## src/rtl/pwrwdt_pkg.sv

```systemverilog
package pwrwdt_pkg;

    localparam int REG_W      = 8;
    localparam int OFS_MODE   = 0;
    localparam int OFS_TIMER  = 1;
    localparam int OFS_KEY    = 2;
    localparam logic [REG_W-1:0] WDT_STOP_KEY = 8'h55;

    // Software-visible mode bits, MSB first (bit 4 down to bit 0)
    typedef struct packed {
        logic load_en;
        logic flag_b;
        logic flag_a;
        logic pdown;
        logic idle;
    } mode_reg_t;

    typedef enum logic [1:0] {
        SEL_MODE  = 2'd0,
        SEL_TIMER = 2'd1,
        SEL_KEY   = 2'd2,
        SEL_NONE  = 2'd3
    } reg_sel_t;

    // Turn a write value into register contents; power-down beats idle
    function automatic mode_reg_t mode_from_write(input logic [4:0] wv);
        mode_reg_t m;
        m = mode_reg_t'(wv);
        if (m.pdown) m.idle = 1'b0;
        return m;
    endfunction

    function automatic logic [REG_W-1:0] mode_to_byte(input mode_reg_t m);
        return {3'b000, m};
    endfunction

endpackage

```

## src/rtl/pwrwdt_decode.sv

```systemverilog
module pwrwdt_decode
    import pwrwdt_pkg::*;
#(
    parameter int ADDR_W = 2
) (
    input  logic [ADDR_W-1:0] addr,
    input  logic              we,
    output reg_sel_t          sel,
    output logic              wr_mode,
    output logic              wr_timer,
    output logic              wr_key
);

    always_comb begin
        if (addr == ADDR_W'(OFS_MODE))       sel = SEL_MODE;
        else if (addr == ADDR_W'(OFS_TIMER)) sel = SEL_TIMER;
        else if (addr == ADDR_W'(OFS_KEY))   sel = SEL_KEY;
        else                                 sel = SEL_NONE;
    end

    assign wr_mode  = we && (sel == SEL_MODE);
    assign wr_timer = we && (sel == SEL_TIMER);
    assign wr_key   = we && (sel == SEL_KEY);

endmodule

```

## src/rtl/pwrwdt_mode.sv

```systemverilog
module pwrwdt_mode
    import pwrwdt_pkg::*;
(
    input  logic       clk,
    input  logic       rst,
    input  logic       wr,
    input  logic [4:0] wdata,
    input  logic       wake,
    input  logic       irq,
    output mode_reg_t  mode
);

    mode_reg_t mode_q, mode_d;

    always_comb begin
        mode_d = mode_q;
        if (wr) mode_d = mode_from_write(wdata);
        // exit events override a simultaneous write
        if (irq)  mode_d.idle  = 1'b0;
        if (wake) mode_d.pdown = 1'b0;
    end

    always_ff @(posedge clk) begin
        if (rst) mode_q <= '0;
        else     mode_q <= mode_d;
    end

    assign mode = mode_q;


    mode_excl_chk: assert property (@(posedge clk) disable iff (rst)
        !(mode_q.pdown && mode_q.idle));


    irq_clear_chk: assert property (@(posedge clk) disable iff (rst)
        irq |=> !mode_q.idle);


    wake_clear_chk: assert property (@(posedge clk) disable iff (rst)
        wake |=> !mode_q.pdown);


    irq_keeps_pd_chk: assert property (@(posedge clk) disable iff (rst)
        (irq && !wake && !wr && mode_q.pdown) |=> mode_q.pdown);

endmodule

```

## src/rtl/pwrwdt_timer.sv

```systemverilog
module pwrwdt_timer
    import pwrwdt_pkg::*;
#(
    parameter int WDT_W = 8
) (
    input  logic             clk,
    input  logic             rst,
    input  logic             load_en,
    input  logic             wr_timer,
    input  logic             wr_key,
    input  logic [REG_W-1:0] wdata,
    input  logic             tick,
    output logic [WDT_W-1:0] count,
    output logic             run,
    output logic             rst_req
);

    logic [WDT_W-1:0] cnt_q, cnt_d, rld_q, rld_d, load_val;
    logic             run_q, run_d, req_q, req_d, expire, stop;

    assign load_val = WDT_W'(wdata);
    assign expire   = run_q && tick && (cnt_q <= WDT_W'(1));
    assign stop     = wr_key && (wdata == WDT_STOP_KEY);

    always_comb begin
        cnt_d = cnt_q;
        rld_d = rld_q;
        run_d = run_q;
        req_d = 1'b0;
        if (run_q && tick) begin
            if (expire) begin
                cnt_d = rld_q;
                req_d = 1'b1;
            end else begin
                cnt_d = cnt_q - WDT_W'(1);
            end
        end
        if (wr_timer && load_en) begin
            cnt_d = load_val;
            rld_d = load_val;
            run_d = 1'b1;
            req_d = 1'b0;
        end
        if (stop) begin
            cnt_d = cnt_q;
            run_d = 1'b0;
            req_d = 1'b0;
        end
    end

    always_ff @(posedge clk) begin
        if (rst) begin
            cnt_q <= '0;
            rld_q <= '0;
            run_q <= 1'b0;
            req_q <= 1'b0;
        end else begin
            cnt_q <= cnt_d;
            rld_q <= rld_d;
            run_q <= run_d;
            req_q <= req_d;
        end
    end

    assign count   = cnt_q;
    assign run     = run_q;
    assign rst_req = req_q;


    load_start_chk: assert property (@(posedge clk) disable iff (rst)
        (wr_timer && load_en) |=> (run_q && cnt_q == $past(load_val)));


    drop_write_chk: assert property (@(posedge clk) disable iff (rst)
        (wr_timer && !load_en && !(run_q && tick)) |=> (cnt_q == $past(cnt_q) && run_q == $past(run_q)));


    req_source_chk: assert property (@(posedge clk) disable iff (rst)
        req_q |-> $past(run_q && tick));


    key_stop_chk: assert property (@(posedge clk) disable iff (rst)
        (wr_key && wdata == WDT_STOP_KEY) |=> (!run_q && !req_q));


    run_hold_chk: assert property (@(posedge clk) disable iff (rst)
        (run_q && !wr_key) |=> run_q);

endmodule

```

## src/rtl/pwrwdt_ctrl.sv

```systemverilog
module pwrwdt_ctrl
    import pwrwdt_pkg::*;
#(
    parameter int ADDR_W = 2,
    parameter int WDT_W  = 8
) (
    input  logic              clk,
    input  logic              rst,
    input  logic [ADDR_W-1:0] bus_addr,
    input  logic              bus_we,
    input  logic [7:0]        bus_wdata,
    output logic [7:0]        bus_rdata,
    input  logic              wake_i,
    input  logic              irq_i,
    input  logic              wdt_tick_i,
    output logic              idle_req_o,
    output logic              pdown_req_o,
    output logic              wdt_load_en_o,
    output logic              wdt_run_o,
    output logic              wdt_rst_req_o
);

    reg_sel_t         sel;
    logic             wr_mode, wr_timer, wr_key;
    mode_reg_t        mode;
    logic [WDT_W-1:0] count;

    pwrwdt_decode #(.ADDR_W(ADDR_W)) u_decode (
        .addr     (bus_addr),
        .we       (bus_we),
        .sel      (sel),
        .wr_mode  (wr_mode),
        .wr_timer (wr_timer),
        .wr_key   (wr_key)
    );

    pwrwdt_mode u_mode (
        .clk   (clk),
        .rst   (rst),
        .wr    (wr_mode),
        .wdata (bus_wdata[4:0]),
        .wake  (wake_i),
        .irq   (irq_i),
        .mode  (mode)
    );

    pwrwdt_timer #(.WDT_W(WDT_W)) u_timer (
        .clk      (clk),
        .rst      (rst),
        .load_en  (mode.load_en),
        .wr_timer (wr_timer),
        .wr_key   (wr_key),
        .wdata    (bus_wdata),
        .tick     (wdt_tick_i),
        .count    (count),
        .run      (wdt_run_o),
        .rst_req  (wdt_rst_req_o)
    );

    always_comb begin
        case (sel)
            SEL_MODE:  bus_rdata = mode_to_byte(mode);
            SEL_TIMER: bus_rdata = REG_W'(count);
            default:   bus_rdata = '0;
        endcase
    end

    assign idle_req_o    = mode.idle;
    assign pdown_req_o   = mode.pdown;
    assign wdt_load_en_o = mode.load_en;


    reserved_zero_chk: assert property (@(posedge clk) disable iff (rst)
        (sel == SEL_MODE) |-> (bus_rdata[7:5] == 3'b000));


    reset_quiet_chk: assert property (@(posedge clk)
        $past(rst) |-> !(idle_req_o || pdown_req_o || wdt_run_o || wdt_rst_req_o || wdt_load_en_o));

endmodule

```

## config.mk

```make
export PLATFORM = sky130hd
export DESIGN_NAME = pwrwdt_ctrl
export DESIGN_NICKNAME = d
export VERILOG_FILES = /design/src/rtl/pwrwdt_pkg.sv /design/src/rtl/pwrwdt_decode.sv /design/src/rtl/pwrwdt_mode.sv /design/src/rtl/pwrwdt_timer.sv /design/src/rtl/pwrwdt_ctrl.sv
export SDC_FILE = /design/constraint.sdc
export NUM_CORES = 1
export LEC_CHECK = 0
export BUFFER_PORTS_ARGS = -buffer_cell sky130_fd_sc_hd__buf_2
export CORE_ASPECT_RATIO = 2
export CORE_MARGIN = 2
export CORE_UTILIZATION = 40
export DETAILED_ROUTE_END_ITERATION = 16
export GPL_TIMING_DRIVEN = 0
export PLACE_DENSITY = 0.59
export SLEW_MARGIN = 20
export SYNTH_ARGS = -nofsm -noshare
export SYNTH_HDL_FRONTEND = slang
export SYNTH_SLANG_ARGS = --single-unit
```

## constraint.sdc

```tcl
create_clock -name clk -period 2.4 [get_ports clk]
set_clock_uncertainty 0.1 [all_clocks]
set_input_delay 0.48 -clock clk [delete_from_list [all_inputs] [get_ports clk]]
set_output_delay 0.48 -clock clk [all_outputs]
set_load 0.02 [all_outputs]
```

==> results of run 1 <==
==> registers in the layout (all words and copies together), names as in the netlist <==
register,flops
u_timer.rld_q,8
u_timer.run,1
u_mode.mode,5
u_timer.rst_req,1
u_timer.count,8
==> placed cells by master (no fill, tap or decap), types with 3 or more instances in the layout <==
cell type	Yosys	routed
a21oi_1	10	10
nor3_1	3	3
buf_4	3	3
dfxtp_1	23	23
mux2i_1	10	10
o21ai_0	13	13
nor2b_1	3	3
buf_2	4	30
inv_1	3	3
and2_1	4	4
a31oi_1	3	3
nand2_1	23	23
clkbuf_8	0	3
nor2_1	18	18
==> layer usage <==
metal	up-vias	part of all wire (%)	track usage (%)
li1	628	-	-
met1	632	39	22.2
met2	41	54	36.9
met3	13	3.0	1.89
met4	0	3.8	9.89
met5	-	0	0
==> critical path, delay by kind of cell, from the launching register on <==
family          cells  cell delay (ns)
simple gates        3             0.65
flops               1             0.44
compound gates      1             0.29
buf+inv             2             0.25
fa+ha+maj           1             0.24
==> logic make-up after synthesis <==
group	after synthesis	share of synthesized area [%]
xor gates and xnor gates	3	1.96
DFF	23	34.3
muxes	10	7.45
AOI/OAI and AO/OA	41	20.6
buffers and inverters	12	5.12
adders and majority gates	2	1.86
and+or+nand+nor	69	28.8
==> power by group through the flow <==
stage	registers [W]	clock network [W]	logic [W]
2_1_floorplan	0.000399	0	0.0000476
5_1_grt	0.000391	0.000267	0.0000864
6_report	0.000390	0.000255	0.0000789
4_1_cts	0.000390	0.000253	0.0000789
3_3_place_gp	0.000399	0	0.0000775
3_5_place_dp	0.000399	0	0.0000785
==> stage by stage <==
stage	util [%]	total power, W	worst slack (ns)	cells
floorplan	-	0.000447	0.516	160
global placement	47.4	0.000476	0.331	217
detailed placement	47.4	0.000478	0.317	217
CTS	48.8	0.000722	0.305	221
global route	48.8	0.000744	0.198	221
finish	48.8	0.000724	0.324	221
==> final cells by class <==
cell class | count | area share (%)
multi-input cells | 125 | 52.2
flip-flops and latches | 23 | 29.5
repair buffers | 26 | 8.35
plain buffers | 9 | 3.69
clock buffers | 3 | 2.65
well taps | 31 | 2.49
inverters | 3 | 0.722
clock inverters | 1 | 0.321
==> path summary, 6_finish.rpt <==
path	slack, ns	end	cells after the start	from
max	0.32	u_timer.count[2]	7	u_timer.count[0]
min	0.26	u_mode.mode[1]	2	wake_i
min reg2reg	0.36	u_timer.count[1]	2	u_timer.rld_q[1]
max reg2reg	0.32	u_timer.count[2]	7	u_timer.count[0]
==> results.py, run 1 <==
metrics = {
    "synthesis": {
        "ys_top_cells_by_count": "dfxtp_1, nand2_1, nor2_1",
        "synth_top_area_share_pct": 34.3,
        "ys_async_sr_fraction_pct": 0,
        "synth_area_leader_cell": "dfxtp_1",
        "synthCells": 160,
        "yosysWarnings": 0,
        "synth-edff-count": 0,
        "ys_types": 48,
        "synth-seq-cells": 23,
        "syn_avg_cell_area_sq_um": 8.40,
        "seq_area_frac_synth_pct": 34.3,
        "synth_top_flop_cell": "dfxtp_1",
        "synth_area_leaders": "dfxtp_1, mux2i_1, nand2_1, nor2_1, o21ai_0",
        "syn-num-nets": 178,
        "synthesis.area_sq_um": 1340,
    },
    "setup_path": {
        "path_max_fanout": 6,
        "start_kind": "register",
        "cp.required_ns": 2.46,
        "crit_arrival_ns": 2.14,
        "slowest_delay_ns": 0.44,
        "crit_path_top_delay_cell": "dfxtp_1",
        "crit_chain": "inv_1, ha_1, or2_2, and4_1, buf_4, a221oi_1, nor2_1",
        "worstSetupEndpointType": "register",
        "setup.worst_path.class": "register to register",
    },
    "clock_tree": {
        "cts_buffer_depth": 2,
        "cts_made_buffers": 3,
        "tritoncts": "done",
        "clk_latency_ns": 0.27,
        "cts.clk_slew.worst_paths_ns": 0.08,
        "postCtsSetupBuffers": 0,
        "cts-root-buf": "clkbuf_8",
        "htreeDepth": 1,
        "clock-sinks": 23,
        "cts_resized": 0,
        "postCtsHoldBufs": 0,
    },
    "final_layout": {
        "fill_cells": 326,
        "regArea_sq_um": 460,
        "num_antenna_cells": 0,
        "drive_above_1_share_pct": 26.8,
        "multi_input_comb_area_sq_um": 815,
        "num-nets-final": 209,
        "synthToLayoutAreaGrowth_pct": 16.0,
        "design_area_sq_um": 1560,
    },
    "routing": {
        "drt_iter0_drc": 35,
        "wl_microns": 3680,
        "wire_per_inst_microns": 16.7,
        "drt.antenna.violating_nets": 0,
        "first_pass_iters": 4,
        "vias": 1314,
        "drc": 0,
        "viasPerCell": 5.95,
    },
    "power_and_ir_drop": {
        "comb_power_share_pct": 10.9,
        "pwr-share-clk_pct": 35.2,
        "p_switching_w": 0.000188,
        "internal_power_w": 0.000536,
        "share_seq_of_total_power_pct": 53.9,
        "p_leak_nw": 0.680,
        "powerDensity_nw_per_um2": 465,
        "ir_drop_mv": 0.358,
        "switching_share_pct": 25.9,
    },
    "timing": {
        "whs_ns": 0.257,
        "min_period_over_period_pct": 86.5,
        "period_minus_slack_ns": 2.08,
        "worstMarginPinSlew_ns": 0.529,
        "clock.fmax_mhz": 482,
        "finalSetupViolCount": 0,
        "finalMaxSlewViolations": 0,
        "hold_viol_final": 0,
        "rsz0062_at_grt": "no",
        "final.setup.tns_ns": 0,
        "maxSlewHeadroom_pct": 64.6,
    },
    "global_route": {
        "grt_pass1_wl_microns": 5930,
        "grt_max_degree": 14,
        "grt_use_total_pct": 20.4,
        "antenna_found_initial": 0,
        "grt_pass1_vias": 1299,
        "grt-ovfl-total": 0,
    },
    "die": {
        "initial_utilization_pct": 42.1,
        "rows": 29,
        "die_x_microns": 45.0,
        "dieHeight_microns": 86.0,
        "ios": 29,
        "fp.coreArea_sq_um": 3190,
        "dieArea_sq_um": 3870,
    },
    "outcome": {
        "status": "complete, no violations",
    },
    "placement": {
        "io_buffers": 26,
        "hpwl_microns": 2890,
        "gp_congestion": 0.911,
        "detailed_place.area_sq_um": 1510,
    },
    "job": {
        "drv_cap": 0,
    },
    "min_path": {
        "hp-class": "input pin to register",
    },
}
Note: power is estimated with default switching activity, not from simulation.
==> run 2, diff against run 1 <==
ABC_AREA = 1   (was unset)
PLACE_DENSITY = 0.58   (was 0.59)
==> run 2 against run 1 <==
Utilization shrank 0.82 points. Cell count increased by 28%. Clock power is 6% lower.
==> results.py, run 2 <==
metrics = {
    "synthesis": {
        "seq_area_frac_synth_pct": 32.9,
        "synthCells": 219,
        "synth-edff-count": 0,
        "ys_async_sr_fraction_pct": 0,
        "synthesis.area_sq_um": 1400,
        "syn_avg_cell_area_sq_um": 6.40,
        "yosysWarnings": 0,
        "synth_top_flop_cell": "dfxtp_1",
        "synth-seq-cells": 23,
        "ys_types": 25,
        "ys_top_cells_by_count": "nand2_1, nor2_1, inv_1",
        "synth_top_area_share_pct": 32.9,
        "post-synth-top-count-cell": "nand2_1",
        "synth_area_leader_cell": "dfxtp_1",
        "syn-num-nets": 237,
        "synth_area_leaders": "dfxtp_1, nand2_1, nor2_1, nand3_1, inv_1",
    },
    "global_route": {
        "top_usage_layer": "met2",
        "use_met3_pct": 2.06,
        "grt_max_degree": 13,
        "grt_use_total_pct": 20.4,
        "grt_pass1_wl_microns": 6060,
        "use_met1_pct": 24.9,
        "antenna_found_initial": 0,
        "grt_pass1_vias": 1310,
        "grt-ovfl-total": 0,
        "use_met2_pct": 35.4,
    },
    "power_and_ir_drop": {
        "powerDensity_nw_per_um2": 458,
        "ir_drop_mv": 0.365,
        "p_leak_nw": 0.863,
        "p_total_w": 0.000742,
    },
    "clock_tree": {
        "tritoncts": "done",
        "cts_resized": 0,
        "cts-root-buf": "clkbuf_8",
        "clock-sinks": 23,
        "cts_buffer_depth": 2,
        "cts_made_buffers": 3,
        "postCtsHoldBufs": 0,
        "htreeDepth": 1,
        "cts.clk_slew.worst_paths_ns": 0.08,
        "clk_latency_ns": 0.26,
        "postCtsSetupBuffers": 0,
    },
    "routing": {
        "viasPerCell": 4.98,
        "drt_iter0_drc": 16,
        "wl_microns": 3550,
        "vias": 1404,
        "wire_per_inst_microns": 12.6,
        "first_pass_iters": 4,
        "drc": 0,
        "drt.antenna.violating_nets": 0,
    },
    "timing": {
        "setup_slack_ns": 0.595,
        "finalSetupViolCount": 0,
        "final.setup.tns_ns": 0,
        "hold_viol_final": 0,
        "maxSlewHeadroom_pct": 65.9,
        "clock.fmax_mhz": 554,
        "finalMaxSlewViolations": 0,
        "worstMarginPinSlew_ns": 0.507,
        "period_minus_slack_ns": 1.80,
        "rsz0062_at_grt": "no",
        "min_period_over_period_pct": 75.2,
    },
    "die": {
        "dieHeight_microns": 87.7,
        "initial_utilization_pct": 41.5,
        "die_x_microns": 45.9,
        "ios": 29,
        "rows": 30,
        "dieArea_sq_um": 4020,
        "fp.coreArea_sq_um": 3380,
    },
    "final_layout": {
        "regArea_sq_um": 460,
        "fill_cells": 379,
        "synthToLayoutAreaGrowth_pct": 15.7,
        "num-nets-final": 269,
        "multi_input_comb_area_sq_um": 801,
        "final_common_cell": "nand2_1",
        "num_antenna_cells": 0,
        "stdcell_count": 282,
        "final_cell_mix": "nand2_1, nor2_1, buf_2, inv_1, dfxtp_1",
        "drive_above_1_share_pct": 22.0,
    },
    "setup_path": {
        "reg2regPathDepth": 8,
        "r2r-start": "u_timer.count[1]",
        "path_max_fanout": 6,
        "cp-startpoint": "bus_addr[1]",
        "cp.required_ns": 1.82,
        "start_kind": "input pin",
        "cp-endpoint": "bus_rdata[2]",
        "r2r_setup_slack_ns": 0.66,
        "worstSetupEndpointType": "output pin",
        "r2r-end": "u_timer.count[1]",
        "crit_arrival_ns": 1.22,
        "setup.worst_path.class": "input pin to output pin",
    },
    "placement": {
        "hpwl_microns": 2900,
        "io_buffers": 27,
        "gp_congestion": 0.839,
        "dp_cells": 278,
        "place_ws_ns": 0.595,
    },
    "min_path": {
        "hp-class": "input pin to register",
    },
    "job": {
        "drv_cap": 0,
    },
    "outcome": {
        "status": "complete, no violations",
    },
}
run 2: changes by cell type in the layout (fill, tap and decap cells not counted), sizes merged, moves of 10 or more:
cell and delta:
nor2 +26, inv +24, mux2i -10, nand2 +40, nand3 +16
run 2: worst max-delay path: stages:
cell and delay [ns]:
buf_2 0.12, nor2_2 0.25, nand2_1 0.08, o21ai_0 0.10, buf_2 0.20
run 2: logic make-up (layout without fill, tap and decap cells):
family | count (synthesis) | count (layout) | share of synthesized area, %
AOI/OAI and AO/OA | 28 | 28 | 11.4
and+or+nand+nor | 132 | 132 | 42.7
DFF | 23 | 23 | 32.9
xor gates and xnor gates | 2 | 2 | 1.25
adders and majority gates | 2 | 2 | 1.79
buffers and inverters | 32 | 63 | 10.0
run 2: per-layer routing:
metal  routed length (microns)  vias to the layer above
li1                          -                      753
met1                      1430                      619
met4                        70                        0
met5                         0                        -
met3                        87                        7
met2                      1970                       25
run 2: worst min-delay path by stage:
stage	start	end	slack [ns]	cells after the start
floorplan	u_timer.rld_q[2]	u_timer.rld_q[2]	0.33	2
global placement	u_timer.rld_q[2]	u_timer.rld_q[2]	0.35	2
detailed placement	u_timer.rld_q[2]	u_timer.rld_q[2]	0.35	2
CTS	irq_i	u_mode.mode[0]	0.26	2
global route	wake_i	u_mode.mode[1]	0.27	2
finish	irq_i	u_mode.mode[0]	0.27	2
run 2: cell type report:
class	instances	area share, %
Multi-Input combinational cell	164	49.4
Inverter	27	6.25
Sequential cell	23	28.4
Tap cell	32	2.47
Buffer	5	2.39
Clock buffer	4	2.78
Timing Repair Buffer	27	8.33
run 2: per-stage QoR:
step / hold slack [ns] / util, % / cell area [sq um]
2_1_floorplan: 0.334 / - / 1400
3_3_place_gp: 0.349 / 46.7 / 1580
3_5_place_dp: 0.352 / 46.7 / 1580
4_1_cts: 0.262 / 48.0 / 1620
5_1_grt: 0.265 / 48.0 / 1620
6_report: 0.267 / 48.0 / 1620
run 2: power by group:
| group | internal (W) | switching, W |
|---|---|---|
| sequential | 0.000388 | 0.00000469 |
| clock | 0.000119 | 0.000122 |
| combinational | 0.0000383 | 0.0000708 |
| total | 0.000545 | 0.000197 |
==> run 3, diff against run 2 <==
ABC_AREA = 0   (was 1)
PLACE_DENSITY = 0.59   (was 0.58)
clock period = 1.7 ns   (was 2.4 ns; I/O delays follow)
==> run 3 against run 2 <==
The flow now finishes with violations (negative setup slack). Worst hold slack worse by 0.15 ns. Cell area up 4.0%. Sequential power increased by 40%. Power increased by 39%. Flip-flop and latch count stayed put. Cell count fell by 19%. Via count fell by 4.0%. Clock-buffer cell count shrank 1. Sequential share of layout area fell by 0.72 points. Clock power rose by 51%. Utilization is 4.8 points higher.
==> results.py, run 3 (synthesized netlist as in run 1, its figures left out) <==
metrics = {
    "setup_path": {
        "crit_path_top_delay_cell": "dfxtp_1",
        "start_kind": "register",
        "crit_arrival_ns": 1.88,
        "cp.required_ns": 1.82,
        "slowest_delay_ns": 0.50,
        "worstSetupEndpointType": "register",
        "setup.worst_path.class": "register to register",
        "path_max_fanout": 7,
        "crit_chain": "and4bb_2, a2111oi_1, a41oi_1, nand2_1, a32o_1",
    },
    "global_route": {
        "grt_use_total_pct": 21.5,
        "antenna_found_initial": 0,
        "grt-ovfl-total": 0,
        "grt_pass1_vias": 1333,
        "grt_pass1_wl_microns": 6290,
        "grt_max_degree": 14,
    },
    "timing": {
        "worstMarginPinSlew_ns": 0.539,
        "maxSlewHeadroom_pct": 64.1,
        "finalSetupViolCount": 2,
        "rsz0062_at_grt": "yes",
        "setup_slack_ns": -0.0567,
        "whs_ns": 0.120,
        "min_period_over_period_pct": 103,
        "clock.fmax_mhz": 569,
        "hold_viol_final": 0,
        "finalMaxSlewViolations": 0,
        "period_minus_slack_ns": 1.76,
    },
    "clock_tree": {
        "cts_buffer_depth": 2,
        "tritoncts": "done",
        "htreeDepth": 1,
        "cts-root-buf": "clkbuf_8",
        "cts.clk_slew.worst_paths_ns": 0.09,
        "cts_made_buffers": 3,
        "clk_latency_ns": 0.28,
        "clock-sinks": 23,
        "postCtsHoldBufs": 0,
    },
    "routing": {
        "drt_iter0_drc": 41,
        "wire_per_inst_microns": 16.8,
        "vias": 1348,
        "viasPerCell": 5.91,
        "wl_microns": 3820,
        "drc": 0,
        "first_pass_iters": 4,
        "drt.antenna.violating_nets": 0,
    },
    "final_layout": {
        "final_common_cell": "buf_2",
        "fin_util_pct": 52.8,
        "final_cell_mix": "buf_2, nand2_1, dfxtp_1, nor2_1",
        "drive_above_1_share_pct": 37.6,
        "fill_cells": 326,
        "num_antenna_cells": 0,
        "num-nets-final": 216,
        "design_area_sq_um": 1690,
        "synthToLayoutAreaGrowth_pct": 25.5,
    },
    "placement": {
        "hpwl_microns": 2860,
        "place_ws_ns": -0.138,
        "gp_congestion": 0.833,
        "io_buffers": 26,
        "detailed_place.area_sq_um": 1530,
    },
    "die": {
        "dieArea_sq_um": 3870,
        "rows": 29,
        "dieHeight_microns": 86.0,
        "die_x_microns": 45.0,
        "fp.coreArea_sq_um": 3190,
        "initial_utilization_pct": 42.1,
        "ios": 29,
    },
    "power_and_ir_drop": {
        "powerDensity_nw_per_um2": 613,
        "p_total_w": 0.00103,
        "p_leak_nw": 0.724,
        "ir_drop_mv": 0.514,
    },
    "job": {
        "drv_cap": 0,
    },
    "outcome": {
        "violations": "negative setup slack",
        "status": "finished, violations left",
    },
    "min_path": {
        "hp-class": "input pin to register",
    },
}
[run 3: cell count changes in the layout (fill, tap and decap cells not counted), moves of 4 or more]
cell,previous run,this run
nand3_1,18,1
mux2i_1,0,10
inv_1,24,1
nand2_1,56,21
a21oi_2,4,0
nor2_1,38,18
buf_4,1,8
and2_1,0,4
nor2_2,5,0
[run 3: power by group]
| group | leakage [nW] | internal, W | switching (W) |
|---|---|---|---|
| Combinational | 0.512 | 0.0000551 | 0.0000671 |
| Sequential | 0.187 | 0.000543 | 0.00000614 |
| Clock | 0.0255 | 0.000165 | 0.000197 |
[run 3: worst max-delay path: cells and delay by family, from the launching register on]
family | cells | cell delay [ns]
simple gates | 2 | 0.44
flops | 1 | 0.50
compound gates | 3 | 0.67
[run 3: cell type report]
cell class	instances	area [sq um]	area share, %
multi-input combinational	125	876	51.9
sequential	23	467	27.7
timing repair buffer	34	194	11.5
buffer	8	53.8	3.19
clock buffer	3	41.3	2.45
tap	31	38.8	2.30
inverter	3	11.3	0.668
clock inverter	1	5.00	0.297
[run 3: repair_timing]
action,CTS,global route
pin swaps,3,10
hold endpoints to repair,0,0
resized for setup,7,15
endpoints found under the setup margin,7,8
setup buffers,4,4
[run 3: metrics by stage]
step,instances,TNS (ns)
finish,228,-0.0595
global route,228,-0.564
CTS,224,0
detailed placement,217,-0.837
global placement,217,-0.872
floorplan,160,-0.00364
[run 3: worst paths after layout]
path               startpoint          endpoint  slack [ns]  depth (start not counted)
max          u_timer.count[2]  u_timer.count[4]       -0.06                          5
min                    wake_i    u_mode.mode[1]        0.12                          2
max reg2reg  u_timer.count[2]  u_timer.count[4]       -0.06                          5
min reg2reg  u_timer.rld_q[1]  u_timer.count[1]        0.36                          2
[run 3: metal layers]
metal	global-route usage (%)	up-vias	routed length (microns)
met4	8.29	0	69
met3	1.89	7	112
li1	-	648	-
met5	0	-	0
met1	24.3	654	1470
met2	39.2	39	2180
